**src/rtl/xfer_pkg.sv**
```systemverilog
package xfer_pkg;
  localparam int BANKS   = 12;
  localparam int DATA_W  = 16;
  localparam int STAGES  = 7;
  localparam int ADDR_W  = 8;
  localparam int TBL_W   = 4;
  localparam int PC_W    = 6;
  localparam int OP_W    = 2;
  localparam int INSTR_W = OP_W + ADDR_W + TBL_W;
  localparam int BUS_W   = BANKS * DATA_W;
  localparam int LAT_W   = $clog2(STAGES + 2);

  typedef enum logic [OP_W-1:0] {
    OP_FETCH  = 2'd0,
    OP_GATHER = 2'd1,
    OP_HALT   = 2'd2,
    OP_STOP   = 2'd3
  } xferOp_t;

  typedef enum logic {S_IDLE = 1'b0, S_RUN = 1'b1} seqState_t;

  // strobes from control to datapath
  typedef struct packed {
    logic fetch;
    logic gather;
    logic loadCfg;
    logic clrCnt;
  } xferStrb_t;
endpackage

```
**src/rtl/seq_dp.sv**
```systemverilog
module seq_dp
  import xfer_pkg::*;
#(
  parameter int NBANK = BANKS,
  parameter int WORDW = DATA_W,
  parameter int NSTG  = STAGES,
  parameter int LATW  = LAT_W
) (
  input  logic                   clk,
  input  logic                   rstN,
  input  xferStrb_t              strb,
  input  logic [NSTG-1:0]        stageEn,
  input  logic [NBANK*WORDW-1:0] bankRdData,
  output logic [NBANK*WORDW-1:0] arrayIn,
  output logic                   cntZero
);
  localparam int BW = NBANK * WORDW;

  logic [NSTG-1:0] cfgReg;
  logic [LATW-1:0] lat;
  logic [LATW-1:0] cnt;
  logic [BW-1:0]   fetchReg;

  // stage snapshot, refreshed only while idle
  always_ff @(posedge clk or negedge rstN) begin
    if (!rstN)             cfgReg <= '0;
    else if (strb.loadCfg) cfgReg <= stageEn;
  end

  // latency: capture cycle plus one per enabled stage
  always_comb begin
    lat = LATW'(1);
    for (int i = 0; i < NSTG; i++) lat = lat + LATW'(cfgReg[i]);
  end

  always_ff @(posedge clk or negedge rstN) begin
    if (!rstN)              cnt <= '0;
    else if (strb.clrCnt)   cnt <= '0;
    else if (strb.fetch)    cnt <= lat;
    else if (cnt != '0)     cnt <= cnt - LATW'(1);
  end

  assign cntZero = (cnt == '0);

  always_ff @(posedge clk or negedge rstN) begin
    if (!rstN)           fetchReg <= '0;
    else if (strb.fetch) fetchReg <= bankRdData;
  end

  assign arrayIn = fetchReg;

  p_cnt_load_r5: assert property (@(posedge clk) disable iff (!rstN)
    strb.fetch |=> cnt == $past(lat));

  p_cnt_step_r6: assert property (@(posedge clk) disable iff (!rstN)
    (cnt != '0 && !strb.fetch && !strb.clrCnt) |=> cnt == $past(cnt) - LATW'(1));

  p_gather_drained_r7: assert property (@(posedge clk) disable iff (!rstN)
    strb.gather |=> cnt == '0);

  p_capture_r3: assert property (@(posedge clk) disable iff (!rstN)
    strb.fetch |=> arrayIn == $past(bankRdData));
endmodule

```
**src/rtl/seq_ctrl.sv**
```systemverilog
module seq_ctrl
  import xfer_pkg::*;
#(
  parameter int PCW  = PC_W,
  parameter int ADRW = ADDR_W,
  parameter int TBLW = TBL_W,
  parameter int OPW  = OP_W
) (
  input  logic                      clk,
  input  logic                      rstN,
  input  logic                      start,
  input  logic [OPW+ADRW+TBLW-1:0]  instrData,
  input  logic                      cntZero,
  output logic [PCW-1:0]            instrAddr,
  output xferStrb_t                 strb,
  output logic [ADRW-1:0]           bankAddr,
  output logic [TBLW-1:0]           tableSel,
  output logic                      stall,
  output logic                      done
);
  localparam int IW = OPW + ADRW + TBLW;

  seqState_t      state;
  logic [PCW-1:0] pc;
  logic           haltNow;
  xferOp_t        op;
  logic [ADRW-1:0] fAddr;
  logic [TBLW-1:0] fTbl;

  assign op    = xferOp_t'(instrData[IW-1 -: OPW]);
  assign fAddr = instrData[TBLW +: ADRW];
  assign fTbl  = instrData[TBLW-1:0];

  always_comb begin
    strb    = '0;
    stall   = 1'b0;
    haltNow = 1'b0;
    if (state == S_IDLE) begin
      strb.loadCfg = 1'b1;
      strb.clrCnt  = start;
    end else begin
      case (op)
        OP_FETCH:  strb.fetch = 1'b1;
        OP_GATHER: begin
          if (cntZero) strb.gather = 1'b1;
          else         stall       = 1'b1;
        end
        default:   haltNow = 1'b1;
      endcase
    end
  end

  assign bankAddr  = (strb.fetch || strb.gather) ? fAddr : '0;
  assign tableSel  = (strb.fetch || strb.gather) ? fTbl  : '0;
  assign instrAddr = pc;

  always_ff @(posedge clk or negedge rstN) begin
    if (!rstN) begin
      state <= S_IDLE;
      pc    <= '0;
      done  <= 1'b0;
    end else if (state == S_IDLE) begin
      if (start) begin
        state <= S_RUN;
        pc    <= '0;
        done  <= 1'b0;
      end
    end else if (haltNow) begin
      state <= S_IDLE;
      done  <= 1'b1;
    end else if (strb.fetch || strb.gather) begin
      pc <= pc + PCW'(1);
    end
  end

  p_excl_r8: assert property (@(posedge clk) disable iff (!rstN)
    $onehot0({strb.fetch, strb.gather, stall}));

  p_stall_hold_r8: assert property (@(posedge clk) disable iff (!rstN)
    stall |=> $stable(instrAddr));

  p_fetch_adv_r3: assert property (@(posedge clk) disable iff (!rstN)
    strb.fetch |=> instrAddr == $past(instrAddr) + PCW'(1));

  p_halt_done_r10: assert property (@(posedge clk) disable iff (!rstN)
    haltNow |=> done && state == S_IDLE);

  p_done_quiet_r10: assert property (@(posedge clk) disable iff (!rstN)
    done |-> !strb.fetch && !strb.gather && !stall);
endmodule

```
**src/rtl/xfer_seq.sv**
```systemverilog
module xfer_seq
  import xfer_pkg::*;
#(
  parameter int NBANK = BANKS,
  parameter int WORDW = DATA_W,
  parameter int NSTG  = STAGES,
  parameter int ADRW  = ADDR_W,
  parameter int TBLW  = TBL_W,
  parameter int PCW   = PC_W
) (
  input  logic                         clk,
  input  logic                         rstN,
  input  logic                         start,
  input  logic [NSTG-1:0]              stageEn,
  output logic [PCW-1:0]               instrAddr,
  input  logic [OP_W+ADRW+TBLW-1:0]    instrData,
  output logic [ADRW-1:0]              bankAddr,
  output logic [TBLW-1:0]              tableSel,
  output logic                         fetchEn,
  output logic                         gatherEn,
  output logic                         stall,
  input  logic [NBANK*WORDW-1:0]       bankRdData,
  output logic [NBANK*WORDW-1:0]       arrayIn,
  output logic                         done
);
  localparam int LATW = $clog2(NSTG + 2);

  xferStrb_t strb;
  logic      cntZero;

  seq_ctrl #(.PCW(PCW), .ADRW(ADRW), .TBLW(TBLW), .OPW(OP_W)) uCtrl (
    .clk(clk), .rstN(rstN), .start(start), .instrData(instrData),
    .cntZero(cntZero), .instrAddr(instrAddr), .strb(strb),
    .bankAddr(bankAddr), .tableSel(tableSel), .stall(stall), .done(done)
  );

  seq_dp #(.NBANK(NBANK), .WORDW(WORDW), .NSTG(NSTG), .LATW(LATW)) uDp (
    .clk(clk), .rstN(rstN), .strb(strb), .stageEn(stageEn),
    .bankRdData(bankRdData), .arrayIn(arrayIn), .cntZero(cntZero)
  );

  assign fetchEn  = strb.fetch;
  assign gatherEn = strb.gather;
endmodule

```
**config.mk**
```make
export PLATFORM = sky130hd
export DESIGN_NAME = xfer_seq
export DESIGN_NICKNAME = d
export VERILOG_FILES = /design/src/rtl/xfer_pkg.sv /design/src/rtl/seq_dp.sv /design/src/rtl/seq_ctrl.sv /design/src/rtl/xfer_seq.sv
export SDC_FILE = /design/constraint.sdc
export NUM_CORES = 1
export LEC_CHECK = 0
export BUFFER_PORTS_ARGS = -buffer_cell sky130_fd_sc_hd__buf_2
export CAP_MARGIN = 20
export CORE_ASPECT_RATIO = 1.4
export CORE_MARGIN = 3
export CORE_UTILIZATION = 30
export DETAILED_ROUTE_END_ITERATION = 8
export GPL_ROUTABILITY_DRIVEN = 1
export GPL_TIMING_DRIVEN = 0
export PLACE_DENSITY = 0.58
export RECOVER_POWER = 100
export SLEW_MARGIN = 20
export SYNTH_ARGS = -nofsm -noshare
export SYNTH_HDL_FRONTEND = slang
export SYNTH_SLANG_ARGS = --single-unit
```
**constraint.sdc**
```tcl
create_clock -name clk -period 7.2 [get_ports clk]
set_input_delay 0 -clock clk [delete_from_list [all_inputs] [get_ports clk]]
set_output_delay 0 -clock clk [all_outputs]
set_load 0.005 [all_outputs]
```
; ---- Word-level counts from Yosys, hierarchy flattened
; Index checks and enable logic that the tools add are counted.
[totals]
regBits = 211
inputBits = 216
out_inout_bits = 214
elab_cells = 53
[classes]
addsub = 9
n_eq_ne = 4
n_mux = 25
reduce_logical = 9
[op_table]
columns = operator, n
row1 = $add A4 B1 Y4, 6
row2 = $mux W6, 4
row3 = $mux W4, 4
row4 = $mux W1, 14
row5 = $mux W8, 1
row6 = $add A6 B1 Y6 const B, 1
row7 = $ne A2 B2 Y1 const B, 3
row8 = $logic_not A4 Y1, 1
row9 = $mux W2, 2
row10 = $reduce_bool A4 Y1, 1
row11 = $sub A4 B1 Y4 const B, 1
row12 = $reduce_and A3 Y1, 1
row13 = $reduce_bool A3 Y1, 1
row14 = $add A1 B1 Y2 const A, 1
row15 = $eq A2 B1 Y1 const B, 1
row16 = $logic_not A2 Y1, 1
row17 = $reduce_and A2 Y1, 1
row18 = $reduce_bool A2 Y1, 1
row19 = $reduce_or A2 Y1, 1
row20 = $logic_or A1 B1 Y1, 1

; ---- Longest topological paths before layout
[logic_depth]
depth_word = 9
ltp_mapped = 9

; ---- Hierarchy
; A second synthesis with hierarchy kept.
[unflattened]
cells_unflattened = 537
area_unflattened_um2 = 8286.7
[by_module_without_submodules]
columns = mod, n_inst, cells_each, area_per_inst_um2
row1 = seq_dp, 1, 474, 7757.4
row2 = seq_ctrl, 1, 63, 529.3

; ---- Worst setup path before layout
; OpenSTA, ideal clock, no wires.
[synth_path]
path_kind = register -> register
startpoint = register uDp.cfgReg[0]
endpoint = register uDp.cnt[1]
setup_time_ns = 0.119
arrival_ns = 2.445
t_required_ns = 7.081
slack_ns = 4.636
path_stages_with_launch = 7
n_path_buf = 0
synth_period_minus_slack_ns = 2.564
path_cell_list = dfrtp_1 -> fa_1 -> fa_1 -> fa_1 -> fa_1 -> nor2_1 -> o21a_1
[synth_between]
elab_chain_len = 9
[synth_rtl]
columns = element, line
row1 = from (decl), seq_dp.sv:19  ; logic [NSTG-1:0] cfgReg;
row2 = from (signal assigned), seq_dp.sv:27  ; else if (strb.loadCfg) cfgReg <= stageEn;
row3 = $add A1 B1 Y2, seq_dp.sv:33  ; for (int i = 0; i < NSTG; i++) lat = lat + LATW'(cfgReg[i]);
row4 = $add A4 B1 Y4 (6 in a row), seq_dp.sv:33
row5 = $mux W4, seq_dp.sv:39  ; else if (strb.fetch) cnt <= lat;
row6 = $mux W4, seq_dp.sv:38  ; else if (strb.clrCnt) cnt <= '0;
row7 = to (signal assigned), seq_dp.sv:39
row8 = to (signal assigned), seq_dp.sv:40  ; else if (cnt != '0) cnt <= cnt - LATW'(1);
row9 = to (decl), seq_dp.sv:21  ; logic [LATW-1:0] cnt;
; Every way passes these cells.
; A chain may end at the register's enable or synchronous reset.

; ---- Worst setup path in the final report
[layout_path]
startpoint = register uDp.cnt[0]
endpoint = output tableSel[0]
[layout_between]
elab_chain_len = 6
[layout_rtl]
columns = element, line
row1 = $logic_not A4 Y1, seq_dp.sv:43  ; assign cntZero = (cnt == '0);
row2 = $mux W1, seq_ctrl.sv:45  ; if (cntZero) strb.gather = 1'b1;
row3 = $mux W1, seq_ctrl.sv:42  ; case (op)
row4 = $mux W2, seq_ctrl.sv:38  ; if (state == S_IDLE) begin
row5 = $logic_or A1 B1 Y1, seq_ctrl.sv:54  ; assign tableSel = (strb.fetch || strb.gather) ? fTbl : '0;
row6 = $mux W4, seq_ctrl.sv:54
row7 = to (decl), xfer_seq.sv:18  ; output logic [TBLW-1:0] tableSel,
; Every way passes these cells.

==> impl_results.md <==
* FF-to-FF setup slack at 4.50 ns
* Met3 Usage GRT at 3.645%
* Bufs on Longest Clock Path at 3
* Max-Cap Viols at 0
* GR Util All Layers at 19.46%
* Tot Pwr at 3.829 mW
* Pre-CTS setup slack at 4.543 ns
* Top cells by area, synth: dfrtp_1 63%, nand2_1 26%, mux2_2 1.5%
* Core Region at 0.02709 mm²
* Share of cells above drive strength 1 at 20.34%
* Number of global-route vias before repair at 9131
* DIE WIDTH at 146.9 µm
* Slowest stage delay, CP at 0.51 ns
* Syn Inst Count at 929
* Hold path start: bankRdData[130]
* Final core utilization at 50.13%
* Final WS setup at 4.117 ns
* Post-synthesis sequential area ratio at 63.30%
* Hold Path Depth at 4
* Post-synth EDFFs at 0
* Synth Area per Inst at 8.979 µm²
* Synth Warn # at 0
* CP top delay family: buffers and inverters
* ANT nets after route at 0
* Number of H-tree levels at 1
* Comb pwr share at 25.1%
* Nature of the critical path endpoint: output port
* Final GP Congestion at 0.8276
* Slew Limit Fails at 0
* Net Switching at 1.152 mW
* Kind of critical path: reg -> out
* RSZ-0062 raised after global routing: false
* Final Cycle Share at 42.82%
* Post-layout net count at 1814
* R2r startpoint: uCtrl.state$_DFF_PN0_
* Yosys cell types at 35
* Largest net degree at the start of global routing at 96
* Min-delay worst type: in -> reg
* Row cnt at 71
* FF-to-FF path depth at 8
* M1 GR Usage at 21.19%
* Slew headroom at 0.9746%
* Post-synth top area share at 63.30%
* Via count at 8507
* Clock Latency Late Sink at 0.50 ns
* Max IR drop VDD at 0.0001643 V
* Clk sinks at 211
* Tmin final at 3.083 ns
* Final WL at 30100 µm
* Ant. Diodes at 0
* Async set or reset register ratio after synthesis at 100.0%
* Number of synthesized register bits at 211
* Crit path cell chain: inv_1, ha_1, or3b_1, clkbuf_1, a21oi_1, clkbuf_1, and2_0, buf_2
* Initial antenna violation count at 0
* CTS tree: done
* Starting Density at 30.79%
* Post-detailed-placement half-perimeter wirelength at 21160 µm
* Wirelength per Cell at 15.29 µm
* Worst EP arrival at 3.08 ns
* Top_reg_cell synth: dfrtp_1
* Final Hold Violating Endpoints at 0
* Internal power at 2.677 mW
* Worst-path clk slew at 0.06 ns
* Buffer count from post-CTS setup fixing at 0
* LEAKAGE at 7.200 nW
* Part of the power in registers at 43.2%
* Drt pass-1 iters at 5
* 1st-iter DRT viols at 308
* Pwr dens at 281.9 mW/mm²
* CTS Buf Count at 22
* Placed Instance Area at 0.01101 mm²
* Die area at 0.02987 mm²
* Cell taking the most area after synthesis: dfrtp_1
* TNS Setup at 0 ns
* Buffers on Ports at 429
* Die height at 203.3 µm
* Gr busiest metal: met2
* FF-to-FF End: uDp.arrayIn[61]$_DFFE_PN0P_
* Worst path slowest cell: a21oi_1
* Gr ovfl total at 0
* Commonest cells post-synth: 585 x nand2_1, 211 x dfrtp_1, 21 x buf_2, 16 x clkbuf_1
* Count leader, synth: nand2_1
* Grt met2 use at 36.61%
* Buf/Inv on CP at 4
* Setup crit start kind: flip-flop
* Crit-path max FO at 10
* Sw frac at 30.08%
* Drt via density at 4.323
* Outcome: complete, no violations
* Post-route cell area at 0.01358 mm²
* Mapped cell area at 0.008342 mm²
* Worst-Margin Slew at 1.485 ns
* Setup violations, final at 0
* Hold path endpoint: uDp.arrayIn[130]$_DFFE_PN0P_
* CP startpoint: uDp.cnt[0]$_DFFE_PN0P_
* First-pass GRT wire length at 47250 µm
* Residual DRC count at 0
* Syn Nets at 1154
* Area delta synth->final at 62.83%
* F_max at 324.4 MHz
* Cell mode on critical path: clkbuf_1
* Clock Power Share at 31.7%
* Io pins at 430
* Required @ worst endpoint at 7.20 ns
* Clock Skew at 0.008292 ns
* Clock root buffer master: clkbuf_16
[worst max path at each step]
stage | to | depth (start not counted) | slack (ns)
final | tableSel[0] | 8 | 4.12
after global routing | tableSel[0] | 8 | 3.91
after CTS | uDp.cnt[1]$_DFFE_PN0P_ | 6 | 4.54
after detailed placement | uDp.cnt[1]$_DFFE_PN0P_ | 6 | 4.54
after global placement | uDp.arrayIn[59]$_DFFE_PN0P_ | 1 | 2.36
after floorplan | uDp.cnt[1]$_DFFE_PN0P_ | 6 | 4.64
[power by group through the flow]
stage                     registers (mW)  logic (mW)  clock network [mW]
after floorplan                     1.69       0.385                   0
after global placement              1.65       0.924                   0
after detailed placement            1.66       0.944                   0
after CTS                           1.64        1.04                1.26
after global routing                1.69        1.09                1.30
final                               1.65       0.960                1.22
[final cells by class]
cell class | count | area (µm²)
plain buffers | 47 | 177.7
clock buffers | 32 | 669.4
clock inverters | 6 | 105.1
fillers | 2551 | 13510
inverters | 13 | 48.80
multi-input cells | 658 | 2790
flip-flops and latches | 211 | 5280
well taps | 365 | 456.7
repair buffers | 636 | 4055
[layer usage]
| layer | share of wire (%) | up-vias |
|---|---|---|
| li1 | - | 4133 |
| met1 | 38 | 3973 |
| met2 | 51 | 334 |
| met3 | 6.5 | 67 |
| met4 | 4.3 | 0 |
| met5 | 0 | - |
[worst min-delay path, stage by stage]
cell           delay (ns)
dlygate4sd3_1        0.51
buf_2                0.09
nand2_1              0.04
nand2_1              0.05
[metrics by stage]
step,hold slack [ns],std cells
5_1_grt,0.2116,1968
2_1_floorplan,-0.2956,929
3_5_place_dp,-0.1178,1725
6_report,0.2176,1968
4_1_cts,0.04702,1968
3_3_place_gp,0.1895,1723
[state kept, by name (all words and copies together) (netlist names)]
name / count
uDp.arrayIn: 192
uDp.cfgReg: 7
uCtrl.instrAddr: 6
uDp.cnt: 4
uCtrl.done: 1
uCtrl.state: 1
[layout by cell type, fill, tap and decap left out, drive strengths merged]
master / count
nand2: 585
buf: 286
clkbuf: 225
dfrtp: 211
dlygate4sd3: 204
inv: 13
and2: 12
mux2: 11
nor2: 7
o21ai: 5
ha: 5
a21oi: 4
fa: 4
nand2b: 3
nand3: 3
xnor2: 3
bufinv: 3
clkinv: 3
nor2b: 2
and3: 2
or3b: 1
xor2: 1
and2b: 1
a211oi: 1
o21a: 1
a22o: 1
mux2i: 1
or3: 1
nor3: 1
a21boi: 1
or2: 1
a221o: 1
[kinds of logic after synthesis]
group           after synthesis  share of synthesized area [%]
compound gates               14                          1.170
flops                       211                          63.30
fa+ha+maj                     9                          1.710
mux                          12                          1.605
buf+inv                      60                          3.120
simple gates                619                          28.68
xor+xnor                      4                         0.4201
[repair_timing]
item,CTS,global route
gates resized for setup,0,0
hold endpoints to repair,419,0
hold buffers,205,0
Power figures use the tool's default switching activity.
